**src/rtl/frac_clk_div_pkg.sv**
```systemverilog
package frac_clk_div_pkg;

   // source-select encoding
   typedef enum logic [1:0] {
      SRC_CRYSTAL    = 2'd0,
      SRC_AUDIO_PLL  = 2'd1,
      SRC_FIXED_160M = 2'd2,
      SRC_EXT_MASTER = 2'd3
   } clk_src_e;

   // smallest integer divide that still yields a high and a low phase
   localparam int unsigned MIN_DIV = 2;

endpackage

```
**src/rtl/frac_div_plan.sv**
```systemverilog
// Works out the grouping of short and long periods from the raw ratio.
module frac_div_plan #(
   parameter int NW = 8,
   parameter int AW = 6
) (
   input  logic [NW-1:0] div_int_i,
   input  logic [AW-1:0] den_i,
   input  logic [AW-1:0] num_i,
   output logic [NW-1:0] n_eff_o,
   output logic          frac_on_o,
   output logic          major_long_o,
   output logic [AW-1:0] grp_cnt_o,
   output logic [AW-1:0] run_len_o,
   output logic [AW-1:0] tail_len_o
);
   import frac_clk_div_pkg::*;

   localparam logic [NW-1:0] N_FLOOR = NW'(MIN_DIV);

   logic [AW-1:0] minor_cnt;
   logic [AW-1:0] major_cnt;
   logic [AW-1:0] divisor;
   logic [AW:0]   num_x2;

   always_comb begin
      n_eff_o      = (div_int_i < N_FLOOR) ? N_FLOOR : div_int_i;
      frac_on_o    = (den_i != '0) && (num_i != '0) && (num_i < den_i);
      num_x2       = {num_i, 1'b0};
      major_long_o = frac_on_o && (num_x2 > {1'b0, den_i});
      if (major_long_o) begin
         minor_cnt = den_i - num_i;
         major_cnt = num_i;
      end else begin
         minor_cnt = num_i;
         major_cnt = den_i - num_i;
      end
      divisor    = frac_on_o ? minor_cnt : AW'(1);
      grp_cnt_o  = frac_on_o ? minor_cnt : '0;
      run_len_o  = frac_on_o ? (major_cnt / divisor) : '0;
      tail_len_o = frac_on_o ? (major_cnt % divisor) : '0;
   end

endmodule

```
**src/rtl/frac_div_seq.sv**
```systemverilog
// Walks through the periods of one pattern and picks each period's length.
module frac_div_seq #(
   parameter int NW = 8,
   parameter int AW = 6
) (
   input  logic          clk_i,
   input  logic          rst_ni,
   input  logic          en_i,
   input  logic          period_end_i,
   input  logic [NW-1:0] n_eff_i,
   input  logic          frac_on_i,
   input  logic          major_long_i,
   input  logic [AW-1:0] grp_cnt_i,
   input  logic [AW-1:0] run_len_i,
   input  logic [AW-1:0] tail_len_i,
   output logic          run_o,
   output logic [NW:0]   period_len_o
);
   logic          run_q;
   logic [NW-1:0] n_q;
   logic          frac_q;
   logic          mlong_q;
   logic [AW-1:0] x_q;
   logic [AW-1:0] y_q;
   logic [AW-1:0] grp_left_q;
   logic [AW-1:0] pos_q;
   logic          in_tail_q;
   logic [AW-1:0] tail_left_q;

   logic cur_long;
   logic grp_done;
   logic last_period;
   logic load;
   logic step;

   always_comb begin
      grp_done = (pos_q == x_q);
      if (!frac_q) begin
         cur_long = 1'b0;
      end else if (in_tail_q) begin
         cur_long = mlong_q;
      end else if (mlong_q) begin
         cur_long = (pos_q != '0);
      end else begin
         cur_long = grp_done;
      end
      if (!frac_q) begin
         last_period = 1'b1;
      end else if (in_tail_q) begin
         last_period = (tail_left_q == AW'(1));
      end else begin
         last_period = grp_done && (grp_left_q == AW'(1)) && (y_q == '0);
      end
      load = en_i && (!run_q || (period_end_i && last_period));
      step = en_i && run_q && period_end_i && !last_period;
   end

   always_ff @(posedge clk_i or negedge rst_ni) begin
      if (!rst_ni) begin
         run_q       <= 1'b0;
         n_q         <= '0;
         frac_q      <= 1'b0;
         mlong_q     <= 1'b0;
         x_q         <= '0;
         y_q         <= '0;
         grp_left_q  <= '0;
         pos_q       <= '0;
         in_tail_q   <= 1'b0;
         tail_left_q <= '0;
      end else if (!en_i) begin
         run_q       <= 1'b0;
         n_q         <= '0;
         frac_q      <= 1'b0;
         mlong_q     <= 1'b0;
         x_q         <= '0;
         y_q         <= '0;
         grp_left_q  <= '0;
         pos_q       <= '0;
         in_tail_q   <= 1'b0;
         tail_left_q <= '0;
      end else if (load) begin
         run_q       <= 1'b1;
         n_q         <= n_eff_i;
         frac_q      <= frac_on_i;
         mlong_q     <= major_long_i;
         x_q         <= run_len_i;
         y_q         <= tail_len_i;
         grp_left_q  <= grp_cnt_i;
         pos_q       <= '0;
         in_tail_q   <= 1'b0;
         tail_left_q <= tail_len_i;
      end else if (step) begin
         if (in_tail_q) begin
            tail_left_q <= tail_left_q - AW'(1);
         end else if (grp_done) begin
            pos_q      <= '0;
            grp_left_q <= grp_left_q - AW'(1);
            if (grp_left_q == AW'(1)) begin
               in_tail_q <= 1'b1;
            end
         end else begin
            pos_q <= pos_q + AW'(1);
         end
      end
   end

   assign run_o        = run_q;
   assign period_len_o = {1'b0, n_q} + (NW+1)'(cur_long);

endmodule

```
**src/rtl/frac_div_period.sv**
```systemverilog
// Counts source cycles within one period and shapes the tick and the divided clock.
module frac_div_period #(
   parameter int NW = 8
) (
   input  logic        clk_i,
   input  logic        rst_ni,
   input  logic        run_i,
   input  logic [NW:0] len_i,
   output logic        tick_o,
   output logic        div_clk_o,
   output logic        end_o
);
   logic [NW:0] cnt_q;
   logic        at_last;

   assign at_last   = (cnt_q == (len_i - (NW+1)'(1)));
   assign end_o     = run_i && at_last;
   assign tick_o    = run_i && (cnt_q == '0);
   assign div_clk_o = run_i && (cnt_q < (len_i >> 1));

   always_ff @(posedge clk_i or negedge rst_ni) begin
      if (!rst_ni) begin
         cnt_q <= '0;
      end else if (!run_i || at_last) begin
         cnt_q <= '0;
      end else begin
         cnt_q <= cnt_q + (NW+1)'(1);
      end
   end

endmodule

```
**src/rtl/frac_div_sel_pipe.sv**
```systemverilog
// Register chain that carries the source-select code out.
module frac_div_sel_pipe #(
   parameter int STAGES = 1
) (
   input  logic       clk_i,
   input  logic       rst_ni,
   input  logic [1:0] sel_i,
   output logic [1:0] sel_o
);
   import frac_clk_div_pkg::*;

   clk_src_e sel_in;
   assign sel_in = clk_src_e'(sel_i);

   if (STAGES == 1) begin : g_single
      clk_src_e sel_q;
      always_ff @(posedge clk_i or negedge rst_ni) begin
         if (!rst_ni) begin
            sel_q <= SRC_CRYSTAL;
         end else begin
            sel_q <= sel_in;
         end
      end
      assign sel_o = sel_q;
   end else begin : g_chain
      logic [2*STAGES-1:0] chain_q;
      always_ff @(posedge clk_i or negedge rst_ni) begin
         if (!rst_ni) begin
            chain_q <= '0;
         end else begin
            chain_q <= {chain_q[2*STAGES-3:0], sel_in};
         end
      end
      assign sel_o = chain_q[2*STAGES-1 -: 2];
   end

endmodule

```
**src/rtl/frac_clk_div.sv**
```systemverilog
// Fractional-N divider top: ratio planner, period sequencer, cycle counter, select pipe.
module frac_clk_div #(
   parameter int NW         = 8,
   parameter int AW         = 6,
   parameter int SEL_STAGES = 1
) (
   input  logic          clk_i,
   input  logic          rst_ni,
   input  logic          gate_en_i,
   input  logic          active_en_i,
   input  logic [NW-1:0] div_int_i,
   input  logic [AW-1:0] frac_den_i,
   input  logic [AW-1:0] frac_num_i,
   input  logic [1:0]    src_sel_i,
   output logic          tick_o,
   output logic          div_clk_o,
   output logic [1:0]    src_sel_o
);
   if (NW < 2) begin : g_bad_nw
      $error("frac_clk_div: NW must be at least 2");
   end
   if (AW < 2) begin : g_bad_aw
      $error("frac_clk_div: AW must be at least 2");
   end
   if (SEL_STAGES < 1) begin : g_bad_stages
      $error("frac_clk_div: SEL_STAGES must be at least 1");
   end

   logic          en;
   logic          run;
   logic          period_end;
   logic [NW:0]   period_len;
   logic [NW-1:0] n_eff;
   logic          frac_on;
   logic          major_long;
   logic [AW-1:0] grp_cnt;
   logic [AW-1:0] run_len;
   logic [AW-1:0] tail_len;

   // both enables required
   assign en = gate_en_i && active_en_i;

   frac_div_plan #(.NW(NW), .AW(AW)) u_plan (
      .div_int_i    (div_int_i),
      .den_i        (frac_den_i),
      .num_i        (frac_num_i),
      .n_eff_o      (n_eff),
      .frac_on_o    (frac_on),
      .major_long_o (major_long),
      .grp_cnt_o    (grp_cnt),
      .run_len_o    (run_len),
      .tail_len_o   (tail_len)
   );

   frac_div_seq #(.NW(NW), .AW(AW)) u_seq (
      .clk_i        (clk_i),
      .rst_ni       (rst_ni),
      .en_i         (en),
      .period_end_i (period_end),
      .n_eff_i      (n_eff),
      .frac_on_i    (frac_on),
      .major_long_i (major_long),
      .grp_cnt_i    (grp_cnt),
      .run_len_i    (run_len),
      .tail_len_i   (tail_len),
      .run_o        (run),
      .period_len_o (period_len)
   );

   frac_div_period #(.NW(NW)) u_cnt (
      .clk_i     (clk_i),
      .rst_ni    (rst_ni),
      .run_i     (run),
      .len_i     (period_len),
      .tick_o    (tick_o),
      .div_clk_o (div_clk_o),
      .end_o     (period_end)
   );

   frac_div_sel_pipe #(.STAGES(SEL_STAGES)) u_sel (
      .clk_i  (clk_i),
      .rst_ni (rst_ni),
      .sel_i  (src_sel_i),
      .sel_o  (src_sel_o)
   );

endmodule

```
**config.mk**
```make
export PLATFORM = sky130hd
export DESIGN_NAME = frac_clk_div
export DESIGN_NICKNAME = d
export VERILOG_FILES = /design/src/rtl/frac_clk_div_pkg.sv /design/src/rtl/frac_div_plan.sv /design/src/rtl/frac_div_seq.sv /design/src/rtl/frac_div_period.sv /design/src/rtl/frac_div_sel_pipe.sv /design/src/rtl/frac_clk_div.sv
export SDC_FILE = /design/constraint.sdc
export NUM_CORES = 1
export LEC_CHECK = 0
export BUFFER_PORTS_ARGS = -buffer_cell sky130_fd_sc_hd__buf_4
export CELL_PAD_IN_SITES_DETAIL_PLACEMENT = 1
export CELL_PAD_IN_SITES_GLOBAL_PLACEMENT = 1
export CORE_ASPECT_RATIO = 0.9
export CORE_MARGIN = 5
export CORE_UTILIZATION = 51
export CTS_CLUSTER_DIAMETER = 150
export DETAILED_ROUTE_END_ITERATION = 8
export GPL_TIMING_DRIVEN = 0
export MAX_ROUTING_LAYER = met4
export PLACE_DENSITY_LB_ADDON = 0.12
export SLEW_MARGIN = 10
export SYNTH_ARGS = -nofsm -noshare
export SYNTH_HDL_FRONTEND = slang
export SYNTH_SLANG_ARGS = --single-unit
```
**constraint.sdc**
```tcl
create_clock -name clk_i -period 13.9 [get_ports clk_i]
set_clock_uncertainty 0.15 [all_clocks]
set_input_delay 2.78 -clock clk_i [delete_from_list [all_inputs] [get_ports clk_i]]
set_output_delay 2.78 -clock clk_i [all_outputs]
set_load 0.01 [all_outputs]
```
=== Yosys cells after proc, flatten, opt, wreduce, memory -nomap -nowiden ===
Index checks and enable logic that the tools add are counted.

* Logic and storage cells: 105
* Memories kept: 0
* RAM bits: 0
* Bits in registers: 53
* Bits in latches: 0
* Input bits: 26
* Output and inout bits: 4
* ROM bits: 0

* Shift-type cells: 0
* Divide/modulo/power cells: 2
* Equal/unequal tests: 9
* $mul: 0
* Bitwise operators: 0
* $lt $le $gt $ge: 4
* Mux-type cells: 45
* Reductions and logical operators: 26
* $add $sub $neg: 7

{| class="wikitable"
|+ Operators by type and width
! kind !! number
|-
| 6-bit 2-to-1 mux || 24
|-
| 8-bit 2-to-1 mux || 3
|-
| 6-bit nonzero test || 3
|-
| 1-bit 2-to-1 mux || 17
|-
| 1-bit logical AND || 14
|-
| 6-bit by 1-bit equality test with 1-bit output, second input constant || 2
|-
| 3-bit != test, second input constant || 4
|-
| 6-bit by 1-bit subtractor with 6-bit output, second input constant || 2
|-
| 8-bit by 1-bit adder with 9-bit output || 1
|-
| 9-bit by 1-bit adder with 9-bit output, second input constant || 1
|-
| 9-bit equality test || 1
|-
| 9-bit zero test || 1
|-
| 9-bit by 8-bit < comparator with 1-bit output || 1
|-
| 9-bit 2-to-1 mux || 1
|-
| 9-bit by 1-bit subtractor with 9-bit output, second input constant || 1
|-
| 8-bit by 2-bit < comparator with 1-bit output, second input constant || 1
|-
| 7-bit by 6-bit > comparator with 1-bit output || 1
|-
| 6-bit by 1-bit adder with 6-bit output, second input constant || 1
|-
| 6-bit by 6-bit divider with 6-bit output || 1
|-
| 6-bit equality test || 1
|-
| 6-bit zero test || 1
|-
| 6-bit < comparator || 1
|-
| 6-bit by 6-bit remainder unit with 6-bit output || 1
|-
| 6-bit subtractor || 1
|-
| other kinds (5) || 8
|}

=== Longest topological paths before layout ===
Gate-level depths: netlist (run 1).

* Word-level depth: 13
* Depth in mapped cells: 50
* Mapped depth without buffers: 49

=== Modules after synthesis ===
A second synthesis (run 1) with hierarchy kept.

* Cells, all modules: 635
* Area total of the unflattened synthesis: 5397.7 µm²

{| class="wikitable"
|+ Modules (own cells, without submodules)
! module !! instances !! sequential area each (µm²) !! area each (µm²) !! cells an instance
|-
| frac_div_seq || 1 || 1051.0 || 2392.3 || 244
|-
| frac_div_plan || 1 || 0.0 || 1895.6 || 270
|-
| frac_div_period || 1 || 225.2 || 1053.5 || 118
|-
| frac_div_sel_pipe || 1 || 50.0 || 50.0 || 2
|-
| frac_clk_div || 1 || 0.0 || 6.3 || 1
|}

=== Worst setup path after synthesis (run 1) ===
Ideal clock, no wire load.

* Path kind: in2reg
* From: in frac_den_i[0]
* To: reg u_seq.tail_left_q[3]
* Stages on the path: 46
* Required time: 13.629 ns
* Path buffers: 3
* Library setup time: 0.121 ns
* Arrival: 12.004 ns
* Setup slack: 1.625 ns
* Cell sequence: inv_1 -> ha_1 -> fa_1 -> nor2b_1 -> o211ai_1 -> nand3_1 -> nand2_1 -> clkbuf_1 -> nor2_1 -> o22ai_1 -> ha_1 -> a221oi_1 -> a311oi_1 -> or3_1 -> ha_1 -> or4b_2 -> a21oi_1 -> nor2_1 -> [10 not listed] -> mux2i_1 -> ha_1 -> o21a_1 -> nor2_1 -> o21ai_0 -> a21o_1 -> o21a_1 -> mux2_2 -> ha_1 -> nor2b_1 -> o21ai_0 -> nand2b_1 -> a221o_1 -> a21o_1 -> buf_1 -> a2111oi_0 -> o41ai_1 -> a22o_1

* Word-level cells in the longest chain between the ends: 10
* Elaborated cells on any way between the ends: 14
* Classes of those cells: add/sub (1); div (1); order compare (2); mux (6); reduce/logical (4)

{| class="wikitable"
|+ RTL lines
! element !! RTL line !! RTL
|-
| from (decl) || frac_clk_div.sv:12 || <nowiki>input logic [AW-1:0] frac_den_i,</nowiki>
|-
| branches (longest 7 deep; another with 6-bit < comparator) || - ||
|-
| 6-bit 2-to-1 mux * || frac_div_plan.sv:40 || <nowiki>tail_len_o = frac_on_o ? (major_cnt % divisor) : '0;</nowiki>
|-
| 6-bit 2-to-1 mux * || frac_div_seq.sv:81 || <nowiki>end else if (load) begin</nowiki>
|-
| 6-bit 2-to-1 mux * || frac_div_seq.sv:70 || <nowiki>end else if (!en_i) begin</nowiki>
|-
| to (signal assigned) || frac_div_seq.sv:91 || <nowiki>tail_left_q <= tail_len_i;</nowiki>
|-
| to (signal assigned) || frac_div_seq.sv:94 || <nowiki>tail_left_q <= tail_left_q - AW'(1);</nowiki>
|-
| to (decl) || frac_div_seq.sv:28 || <nowiki>logic [AW-1:0] tail_left_q;</nowiki>
|}

Mark *: on every way between the ends.
A chain may end at the register's enable or synchronous reset.

=== Worst setup path in the final report (run 1) ===
* From: in frac_den_i[5]
* To: reg u_seq.tail_left_q[3]

The elaborated chain is that of the path after synthesis.

==> reports/metrics.cfg, run 1 <==
[placement]
dp.cells=797
gp_congestion=0.8491
io_buffers=29
hpwlAfterDp_microns=12260

[layout]
area_delta_synth_final_pct=11.08
mostFrequentLayoutCells=54 x nor2_1, 53 x dfrtp_1, 52 x inv_1
layout_commonest_cell=nor2_1
diodes=0
final_cell_count_no_fill=801
final_nets=750
drive_gt1_frac=0.1131
final_util=0.5763
fillers=1219

[setup_path]
endpoint_kind=flip-flop
critPathMaxStageDelay_ps=680
worst_path_max_delay_cell=or4b_2
start_kind=primary input
path_max_fanout=12
crit_top_cell=ha_1
crit_required_ps=13940
startpoint=frac_den_i[5]
worst_ep_arrival_time_ps=13280
worstSetupPathType=in -> reg
rr_startpoint=u_seq.pos_q[0]$_DFFE_PN0P_

[drt]
vias=4908
drcViolationCount=0
drtIter0Drc=219
firstDrtPassIters=5
drt-total-wl_microns=15350
viasPerCell=6.127
detail-route-antenna-nets=0
post_drt_wl_per_cell_microns=19.17

[timing]
slew_viol_final=0
finalHoldViolCount=0
post-route-period-util=0.9526
max_freq_mhz=75.53
period_needed_ps=13240
max_slew_margin=0.4710
setup_tns_ps=0
setup_viol=0
worstMarginPinSlew_ps=789.9
rsz0062_at_grt=false

[clock_network]
cts_buffers=5
htree_levels=2
insertion_delay_ps=290
cts_hold_buf=0
cts-root-buf=clkbuf_16
cts_setup_buffers=0
path_clk_slew_ps=70
clkSinkCount=53
cts_tree=yes
clk_path_buf_depth=2

[logic_synthesis]
synth.top_cell.area_share=0.2505
yosys_register_bits=53
yosysSeqAreaShare=0.2505
synthArstFlopShare=1.000
yosys_warnings=0
synth_edf_count=0
synthCells=639
synth.largest_area_cell=dfrtp_1
ys.flop_type=dfrtp_1
synth_nets=718
synth_area_sq_um=5294
synth_cell_types=74
netlist_top_cells_area=dfrtp_1 25%, ha_1 12%, xnor2_1 4.1%, nor2_1 3.8%, inv_1 3.7%
avgSynthCellArea_sq_um=8.285

[die]
initial_core_util=0.5188
die_w_microns=117.4
pin_count=30
rows=35
dieArea_sq_um=12520
coreArea_sq_um=10200
die_y_microns=106.7

[global_route]
first_global_vias=5303
grt_antenna_before_repair=0
grt_usage=0.2537
grt_max_degree=54
grt_pass1_wl_microns=25940
overflow=0

[run_status]
outcome=finished clean

[hold_path]
holdCritStartpoint=u_seq.y_q[2]$_DFFE_PN0P_
hp-class=reg -> reg

[job]
max_cap_viol_count=0

-- what timing repair did --
action / in CTS / in global routing
hold endpoints to repair: 0 / 0
gates resized for setup: 5 / 15
pin swaps: 0 / 1
endpoints found under the setup margin: 4 / 13
-- final timing paths --
kind,end,slack [ps],depth (start not counted)
hold reg to reg,u_seq.y_q[2]$_DFFE_PN0P_,350,2
hold / removal,u_seq.y_q[2]$_DFFE_PN0P_,350,2
min in group asynchronous,u_cnt.cnt_q[2]$_DFF_PN0_,2370,1
setup reg to reg,u_seq.y_q[2]$_DFFE_PN0P_,7850,18
max in group asynchronous,u_cnt.cnt_q[8]$_DFF_PN0_,10750,1
setup / recovery,u_seq.tail_left_q[3]$_DFFE_PN0P_,660,45
-- flip-flops by register name, indices dropped and copies added (netlist names), 2 cells and up --
signal and flops:
u_seq.y_q 6, u_sel.sel_o 2, u_seq.x_q 6, u_seq.grp_left_q 6, u_seq.n_q 8, u_seq.pos_q 6, u_cnt.cnt_q 9, u_seq.tail_left_q 6
-- logic make-up (layout without fill, tap and decap cells) --
| family | after synthesis | after routing | synth area share |
|---|---|---|---|
| buffers and inverters | 75 | 108 | 0.05719 |
| xor gates and xnor gates | 45 | 45 | 0.08579 |
| and+or+nand+nor | 236 | 236 | 0.2295 |
| AOI/OAI and AO/OA | 156 | 156 | 0.2082 |
| DFF | 53 | 53 | 0.2505 |
| muxes | 21 | 21 | 0.04065 |
| adders and majority gates | 53 | 53 | 0.1281 |
-- cells in the mapped netlist, drive strengths merged (16+ instances only) --
master / n
xor2: 16
mux2i: 17
dfrtp: 53
inv: 52
xnor2: 26
o21ai: 36
nand2: 49
a21oi: 23
ha: 51
nor2: 54
nor3: 26
nand3: 24
-- routing by layer --
| layer | wire length (microns) | share of wire | global-route usage | up-vias |
|---|---|---|---|---|
| li1 | - | - | - | 2373 |
| met1 | 6921 | 0.45 | 0.3061 | 2437 |
| met2 | 7750 | 0.50 | 0.4584 | 77 |
| met3 | 421 | 0.027 | 0.02637 | 21 |
| met4 | 261 | 0.017 | 0.05965 | 0 |
| met5 | 0 | 0 | - | - |
-- critical path, delay by kind of cell --
kind / cells / cell delay [ps]
compound gates: 21 / 4610
simple gates: 10 / 2280
fa+ha+maj: 7 / 1990
mux: 3 / 1040
buf+inv: 4 / 540
-- final cells by class --
type / count / area (sq um) / area share
multi-input combinational: 511 / 3741 / 0.6362
sequential: 53 / 1326 / 0.2255
timing repair buffer: 29 / 217.7 / 0.03702
inverter: 52 / 195.2 / 0.03319
tap: 129 / 161.4 / 0.02745
clock buffer: 6 / 128.9 / 0.02191
buffer: 19 / 96.34 / 0.01638
clock inverter: 2 / 13.76 / 0.002340
-- metrics by stage --
stage          area [sq um]  hold slack, ps  setup slack, ps
2_1_floorplan          5294           299.8             1625
3_3_place_gp           5673           311.6           -396.5
3_5_place_dp           5673           335.8           -659.2
4_1_cts                5834           352.0            102.6
5_1_grt                5881           374.2            53.44
6_report               5881           347.4            659.5
Power of run 1 is left out: the tool's default activity adds up to more than one toggle a clock period on the data nets, which glitch-free logic cannot reach.
==> inputs of run 2 (changes only) <==
- RECOVER_POWER: default -> 100
- REMOVE_ABC_BUFFERS: default -> 1
==> run 2 against run 1 <==
The flow now finishes with violations (max-capacitance violations, max-slew violations). Cell count is 1.7% lower. Die area stayed put. Register-to-register slack worse by 1100 ps. Global-route usage is 0.30 points lower. Critical endpoint unchanged. Largest cell class unchanged. Highest routed layer unchanged.
==> reports/metrics.cfg, run 2 (synthesized netlist as in run 1, its figures left out) <==
[setup_path]
path_depth=44  ; was 45
r2r_end=u_seq.tail_left_q[3]$_DFFE_PN0P_  ; was u_seq.y_q[2]$_DFFE_PN0P_
worstSetupPathType=in -> reg  ; unchanged
crit_end=u_seq.tail_left_q[3]$_DFFE_PN0P_  ; unchanged
crit_required_ps=13930  ; was 13940 ps
worst_path_max_delay_cell=or4b_2  ; unchanged
endpoint_kind=flip-flop  ; unchanged
cp_top_family=compound AO/OA/AOI/OAI gates  ; unchanged
path_max_fanout=16  ; was 12
r2r_cells=19  ; was 18
worst_ep_arrival_time_ps=13270  ; was 13280 ps
path_buf_inv=3  ; was 4
critPathMaxStageDelay_ps=660  ; was 680 ps
start_kind=primary input  ; unchanged
startpoint=frac_num_i[0]  ; was frac_den_i[5]
rr_startpoint=u_seq.pos_q[0]$_DFFE_PN0P_  ; unchanged
r2r_slack_ps=6710  ; was 7850 ps
crit_top_cell=ha_1  ; unchanged

[clock_network]
htree_levels=2  ; unchanged
path_clk_slew_ps=60  ; was 70 ps
cts_tree=yes  ; unchanged
cts-root-buf=clkbuf_16  ; unchanged
clk_path_buf_depth=2  ; unchanged
clkSinkCount=53  ; unchanged
insertion_delay_ps=290  ; about the same
cts_buffers=5  ; unchanged

[global_route]
grt_antenna_before_repair=0  ; unchanged
first_global_vias=5113  ; was 5303
grt_pass1_wl_microns=25340  ; was 25940 microns
grt_max_degree=54  ; unchanged
overflow=0  ; unchanged
grt_usage=0.2507  ; was 0.2537

[placement]
io_buffers=29  ; unchanged
gp_congestion=0.8761  ; was 0.8491
dp.cells=777  ; was 797
hpwlAfterDp_microns=12040  ; was 12260 microns
placed_cell_area_sq_um=5593  ; was 5673 sq um

[timing]
max_slew_margin=-0.8889  ; was 0.4710
worstMarginPinSlew_ps=2833  ; was 789.9 ps
setup_tns_ps=0  ; unchanged
holdWs_ps=342.3  ; was 347.4 ps
setup_viol=0  ; unchanged
post-route-period-util=0.9530  ; was 0.9526
finalHoldViolCount=0  ; unchanged
slew_viol_final=61  ; was 0
period_needed_ps=13250  ; was 13240 ps
max_freq_mhz=75.49  ; was 75.53 MHz

[drt]
drt-total-wl_microns=15250  ; was 15350 microns
firstDrtPassIters=4  ; was 5
viasPerCell=6.229  ; was 6.127
vias=4902  ; was 4908
drtIter0Drc=240  ; was 219
detail-route-antenna-nets=0  ; unchanged
drcViolationCount=0  ; unchanged
post_drt_wl_per_cell_microns=19.38  ; was 19.17 microns

[die]
die_y_microns=106.7  ; unchanged
coreArea_sq_um=10200  ; unchanged
rows=35  ; unchanged
pin_count=30  ; unchanged
dieArea_sq_um=12520  ; unchanged
initial_core_util=0.5188  ; unchanged
die_w_microns=117.4  ; unchanged

[layout]
largest_reg_flops=9  ; unchanged
area_delta_synth_final_pct=9.501  ; was 11.08%
diodes=0  ; unchanged
mostFrequentLayoutCells=54 x nor2_1, 53 x dfrtp_1, 52 x inv_1  ; unchanged
postLayoutCellArea_sq_um=5797  ; was 5881 sq um
layout_commonest_cell=nor2_1  ; unchanged
final_nets=737  ; was 750
final_cell_count_no_fill=787  ; was 801
top_register=u_cnt.cnt_q  ; unchanged
drive_gt1_frac=0.09726  ; was 0.1131
reg_top3=u_cnt.cnt_q (9), u_seq.n_q (8)  ; unchanged

[job]
max_cap_viol_count=2  ; was 0

[hold_path]
hp-class=reg -> reg  ; unchanged

[run_status]
outcome=complete, but fails checks  ; was finished clean
violations=max-capacitance violations, max-slew violations

## run 2: cell count changes in the layout (fill, tap and decap cells not counted), sizes merged
cell / delta
clkinv: -1
clkbuf: +1
buf: -14
inv: -1
clkinvlp: +1
## run 2: area by class of cell
| cell class | count | area, sq um |
|---|---|---|
| repair buffers | 35 | 232.7 |
| fillers | 1243 | 4407 |
| well taps | 129 | 161.4 |
| multi-input cells | 511 | 3735 |
| inverters | 52 | 195.2 |
| clock inverters | 1 | 7.507 |
| clock buffers | 6 | 138.9 |
| flip-flops and latches | 53 | 1326 |
## run 2: worst min-delay path by stage
stage,startpoint,end,slack (ps),depth (start not counted)
2_1_floorplan,u_seq.grp_left_q[1]$_DFFE_PN0P_,u_seq.grp_left_q[1]$_DFFE_PN0P_,300,2
3_3_place_gp,u_seq.y_q[2]$_DFFE_PN0P_,u_seq.y_q[2]$_DFFE_PN0P_,320,2
3_5_place_dp,u_seq.y_q[3]$_DFFE_PN0P_,u_seq.y_q[3]$_DFFE_PN0P_,340,2
4_1_cts,u_seq.y_q[3]$_DFFE_PN0P_,u_seq.y_q[3]$_DFFE_PN0P_,350,2
5_1_grt,u_seq.y_q[1]$_DFFE_PN0P_,u_seq.y_q[1]$_DFFE_PN0P_,390,1
6_report,u_seq.y_q[3]$_DFFE_PN0P_,u_seq.y_q[3]$_DFFE_PN0P_,340,2
## run 2: routing by layer
metal  up-vias  share of wire  track usage
li1       2347              -            -
met1      2455           0.47       0.3301
met2        72           0.48       0.4128
met3        28          0.031      0.03534
met4         0          0.019      0.05882
met5         -              0            -
## run 2: stage by stage
stage,setup slack (ps),util
final,653.9,0.5681
after global routing,-2.052,0.5681
after CTS,130.4,0.5647
after detailed placement,-805.5,0.5481
after global placement,-648.2,0.5454
after floorplan,1524,-
## run 2: repair_timing
action	4_1_cts	5_1_grt
pin swaps	0	1
hold buffers	0	0
gates resized for setup	5	9
buffers inserted	0	3
setup endpoints to repair	10	12
gates cloned	0	0
hold endpoints to repair	0	0
## run 2: worst min-delay path, cell delays in order, from the launching register on
cell and delay [ps]:
dfrtp_1 350, nand2_1 50, o21ai_0 60
Power of run 2 is left out for the same reason.
==> inputs of run 3 (changes only) <==
- CORE_UTILIZATION: 51 -> 52
- SYNTH_HIERARCHICAL: default -> 1
==> run 3 against run 2 <==
The flow still finishes with violations (max-capacitance violations, max-slew violations). Non-clock buffer count is 1 lower. Hold slack hardly changed. Core utilization is 0.061 points higher. Synthesized cell count is 0.63% lower. Worst setup slack worse by 61 ps. Die area stayed put. Sequential share of layout area hardly changed. Via count is 0.41% lower.
==> reports/metrics.cfg, run 3 <==
[setup_path]
crit_top_cell=ha_1  ; unchanged
worstSetupPathType=in -> reg  ; unchanged
path_max_fanout=11  ; was 16
worst_path_max_delay_cell=a211oi_1  ; was or4b_2
critPathMaxStageDelay_ps=740  ; was 660 ps
r2r_slack_ps=4500  ; was 6710 ps
worst_ep_arrival_time_ps=13340  ; was 13270 ps
start_kind=primary input  ; unchanged
crit_required_ps=13930  ; about the same
endpoint_kind=flip-flop  ; unchanged

[pwr]
sw_frac_of_total=0.4793
clkPwrFrac=0.113
ir_drop_mv=0.3443
power.internal_uw=740.4
seqPwrFrac=0.130
p_switching_uw=681.6
power_density_nw_per_um2=245.1
p_comb_frac=0.758
cellLeakagePower_uw=0.002684

[die]
die_y_microns=106.7  ; unchanged
coreArea_sq_um=10200  ; unchanged
pin_count=30  ; unchanged
rows=35  ; unchanged
initial_core_util=0.5290  ; was 0.5188
dieArea_sq_um=12520  ; unchanged
die_w_microns=117.4  ; unchanged

[layout]
layout_commonest_cell=dfrtp_1  ; was nor2_1
drive_gt1_frac=0.1212  ; was 0.09726
largest_reg_flops=9  ; unchanged
reg_top3=u_cnt/cnt_q (9), u_seq/n_q (8)  ; was u_cnt.cnt_q (9), u_seq.n_q (8)
diodes=0  ; unchanged
top_register=u_cnt/cnt_q  ; was u_cnt.cnt_q
regArea_sq_um=1326  ; unchanged
multi_input_area_sq_um=3694  ; was 3735 sq um
area_delta_synth_final_pct=7.511  ; was 9.501%
postLayoutCellArea_sq_um=5803  ; was 5797 sq um
mostFrequentLayoutCells=53 x dfrtp_1, 51 x ha_1, 50 x nand2_1  ; was 54 x nor2_1, 53 x dfrtp_1, 52 x inv_1
fillers=1240  ; was 1243
final_nets=730  ; was 737

[timing]
post-route-period-util=0.9573  ; was 0.9530
finalHoldViolCount=0  ; unchanged
setup_tns_ps=0  ; unchanged
max_slew_margin=-0.9115  ; was -0.8889
worstMarginPinSlew_ps=2867  ; was 2833 ps
slew_viol_final=79  ; was 61
setup_viol=0  ; unchanged
max_freq_mhz=75.15  ; was 75.49 MHz
holdWs_ps=342.8  ; was 342.3 ps
period_needed_ps=13310  ; was 13250 ps

[drt]
detail-route-antenna-nets=0  ; unchanged
post_drt_wl_per_cell_microns=19.36  ; was 19.38 microns
firstDrtPassIters=4  ; unchanged
drcViolationCount=0  ; unchanged
vias=4882  ; was 4902
drtIter0Drc=273  ; was 240
viasPerCell=6.251  ; was 6.229
drt-total-wl_microns=15120  ; was 15250 microns

[logic_synthesis]
synth.largest_area_cell=dfrtp_1  ; unchanged
synth_area_sq_um=5398  ; was 5294 sq um
synthCells=635  ; was 639
yosys_warnings=6  ; was 0
yosysSeqAreaShare=0.2457  ; was 0.2505
synth_edf_count=0  ; unchanged
ys.flop_type=dfrtp_1  ; unchanged
ys_top_cells_by_count=53 x dfrtp_1, 51 x ha_1, 50 x inv_1  ; was 54 x nor2_1, 53 x dfrtp_1, 52 x inv_1
synth.top_cell.area_share=0.2457  ; was 0.2505
avgSynthCellArea_sq_um=8.500  ; was 8.285 sq um
yosys_register_bits=53  ; unchanged
netlist_top_cells_area=dfrtp_1 25%, ha_1 12%, xnor2_1 3.7%, inv_1 3.5%, nand2_1 3.4%  ; was dfrtp_1 25%, ha_1 12%, xnor2_1 4.1%, nor2_1 3.8%, inv_1 3.7%
synth.most_common_cell=dfrtp_1  ; was nor2_1
synth_cell_types=88  ; was 74
synthArstFlopShare=1.000  ; unchanged

[clock_network]
cts-root-buf=clkbuf_16  ; unchanged
htree_levels=2  ; unchanged
clk_path_buf_depth=2  ; unchanged
cts_tree=yes  ; unchanged
cts_buffers=5  ; unchanged
path_clk_slew_ps=70  ; was 60 ps
clkSinkCount=53  ; unchanged
insertion_delay_ps=290  ; about the same

[global_route]
grt_usage=0.2483  ; was 0.2507
grt_pass1_wl_microns=25410  ; was 25340 microns
grt_max_degree=54  ; unchanged
first_global_vias=5100  ; was 5113
grt_antenna_before_repair=0  ; unchanged
overflow=0  ; unchanged

[run_status]
violations=max-capacitance violations, max-slew violations  ; unchanged
outcome=complete, but fails checks  ; unchanged

[job]
max_cap_viol_count=3  ; was 2

[placement]
placed_cell_area_sq_um=5622  ; was 5593 sq um
hpwlAfterDp_microns=11430  ; was 12040 microns
gp_congestion=0.8773  ; was 0.8761
io_buffers=29  ; unchanged

[hold_path]
hp-class=reg -> reg  ; unchanged

## run 3: cell count changes after synthesis, moves of 6 or more
cell	before	now
o21ai_0	34	18
a22o_1	4	18
mux2i_1	17	4
a211oi_1	4	15
o31ai_1	7	1
## run 3: power by group through the flow
stage | Combinational (uW) | Clock (uW) | Sequential (uW)
2_1_floorplan | 821 | 0 | 183
3_3_place_gp | 988 | 0 | 186
3_5_place_dp | 1040 | 0 | 187
4_1_cts | 1050 | 164 | 184
5_1_grt | 1190 | 171 | 186
6_report | 1080 | 160 | 184
## run 3: critical path: cells and delay by family
family / cells / cell delay [ps]
compound gates: 26 / 5690
fa+ha+maj: 7 / 2200
buf+inv: 2 / 250
mux: 3 / 1120
simple gates: 7 / 1250
## run 3: what timing repair did
action / 4_1_cts / 5_1_grt
hold buffers: 0 / 0
buffers inserted: 0 / 5
gates resized for setup: 1 / 10
gates cloned: 0 / 0
pin swaps: 0 / 3
setup endpoints to repair: 4 / 13
## run 3: metal layers
metal / vias to the layer above / wire (microns) / GRT usage
met5: - / 0 / -
met4: 0 / 174 / 0.05965
met3: 16 / 415 / 0.03112
met2: 75 / 7353 / 0.4111
met1: 2441 / 7180 / 0.3268
li1: 2350 / - / -
## run 3: final cells by class
| cell class | count | share of cell area |
|---|---|---|
| multi-input combinational | 506 | 0.6365 |
| sequential | 53 | 0.2285 |
| timing repair buffer | 34 | 0.04075 |
| inverter | 51 | 0.03364 |
| tap | 129 | 0.02781 |
| clock buffer | 5 | 0.02156 |
| clock inverter | 3 | 0.01121 |
## run 3: per-stage QoR
step                      worst slack, ps  cells  utilization  total power [uW]
after floorplan                      1552    610            -              1004
after global placement              39.99    768       0.5510              1173
after detailed placement           -365.5    768       0.5510              1228
final                               593.3    781       0.5687              1422
after global routing               -10.89    781       0.5687              1550
after CTS                           27.14    776       0.5700              1398
## run 3: kinds of logic after synthesis
logic type / share of synthesized area
muxes: 0.02063
AOI/OAI and AO/OA: 0.2353
DFF: 0.2457
buffers and inverters: 0.06421
and+or+nand+nor: 0.2392
adders and majority gates: 0.1256
xor gates and xnor gates: 0.06931
## run 3: path summary, 6_finish.rpt
kind                       cells after the start                        from                          endpoint
setup / recovery                              45               frac_num_i[4]  u_seq/tail_left_q[4]$_DFFE_PN0P_
hold / removal                                 2    u_seq/y_q[3]$_DFFE_PN0P_          u_seq/y_q[3]$_DFFE_PN0P_
setup reg to reg                              19  u_seq/pos_q[0]$_DFFE_PN0P_   u_seq/grp_left_q[2]$_DFFE_PN0P_
hold reg to reg                                2    u_seq/y_q[3]$_DFFE_PN0P_          u_seq/y_q[3]$_DFFE_PN0P_
max in group asynchronous                      1                      rst_ni   u_seq/grp_left_q[1]$_DFFE_PN0P_
min in group asynchronous                      1                      rst_ni          u_seq/n_q[5]$_DFFE_PN0P_
No activity file was read; power rests on OpenSTA's default activity.
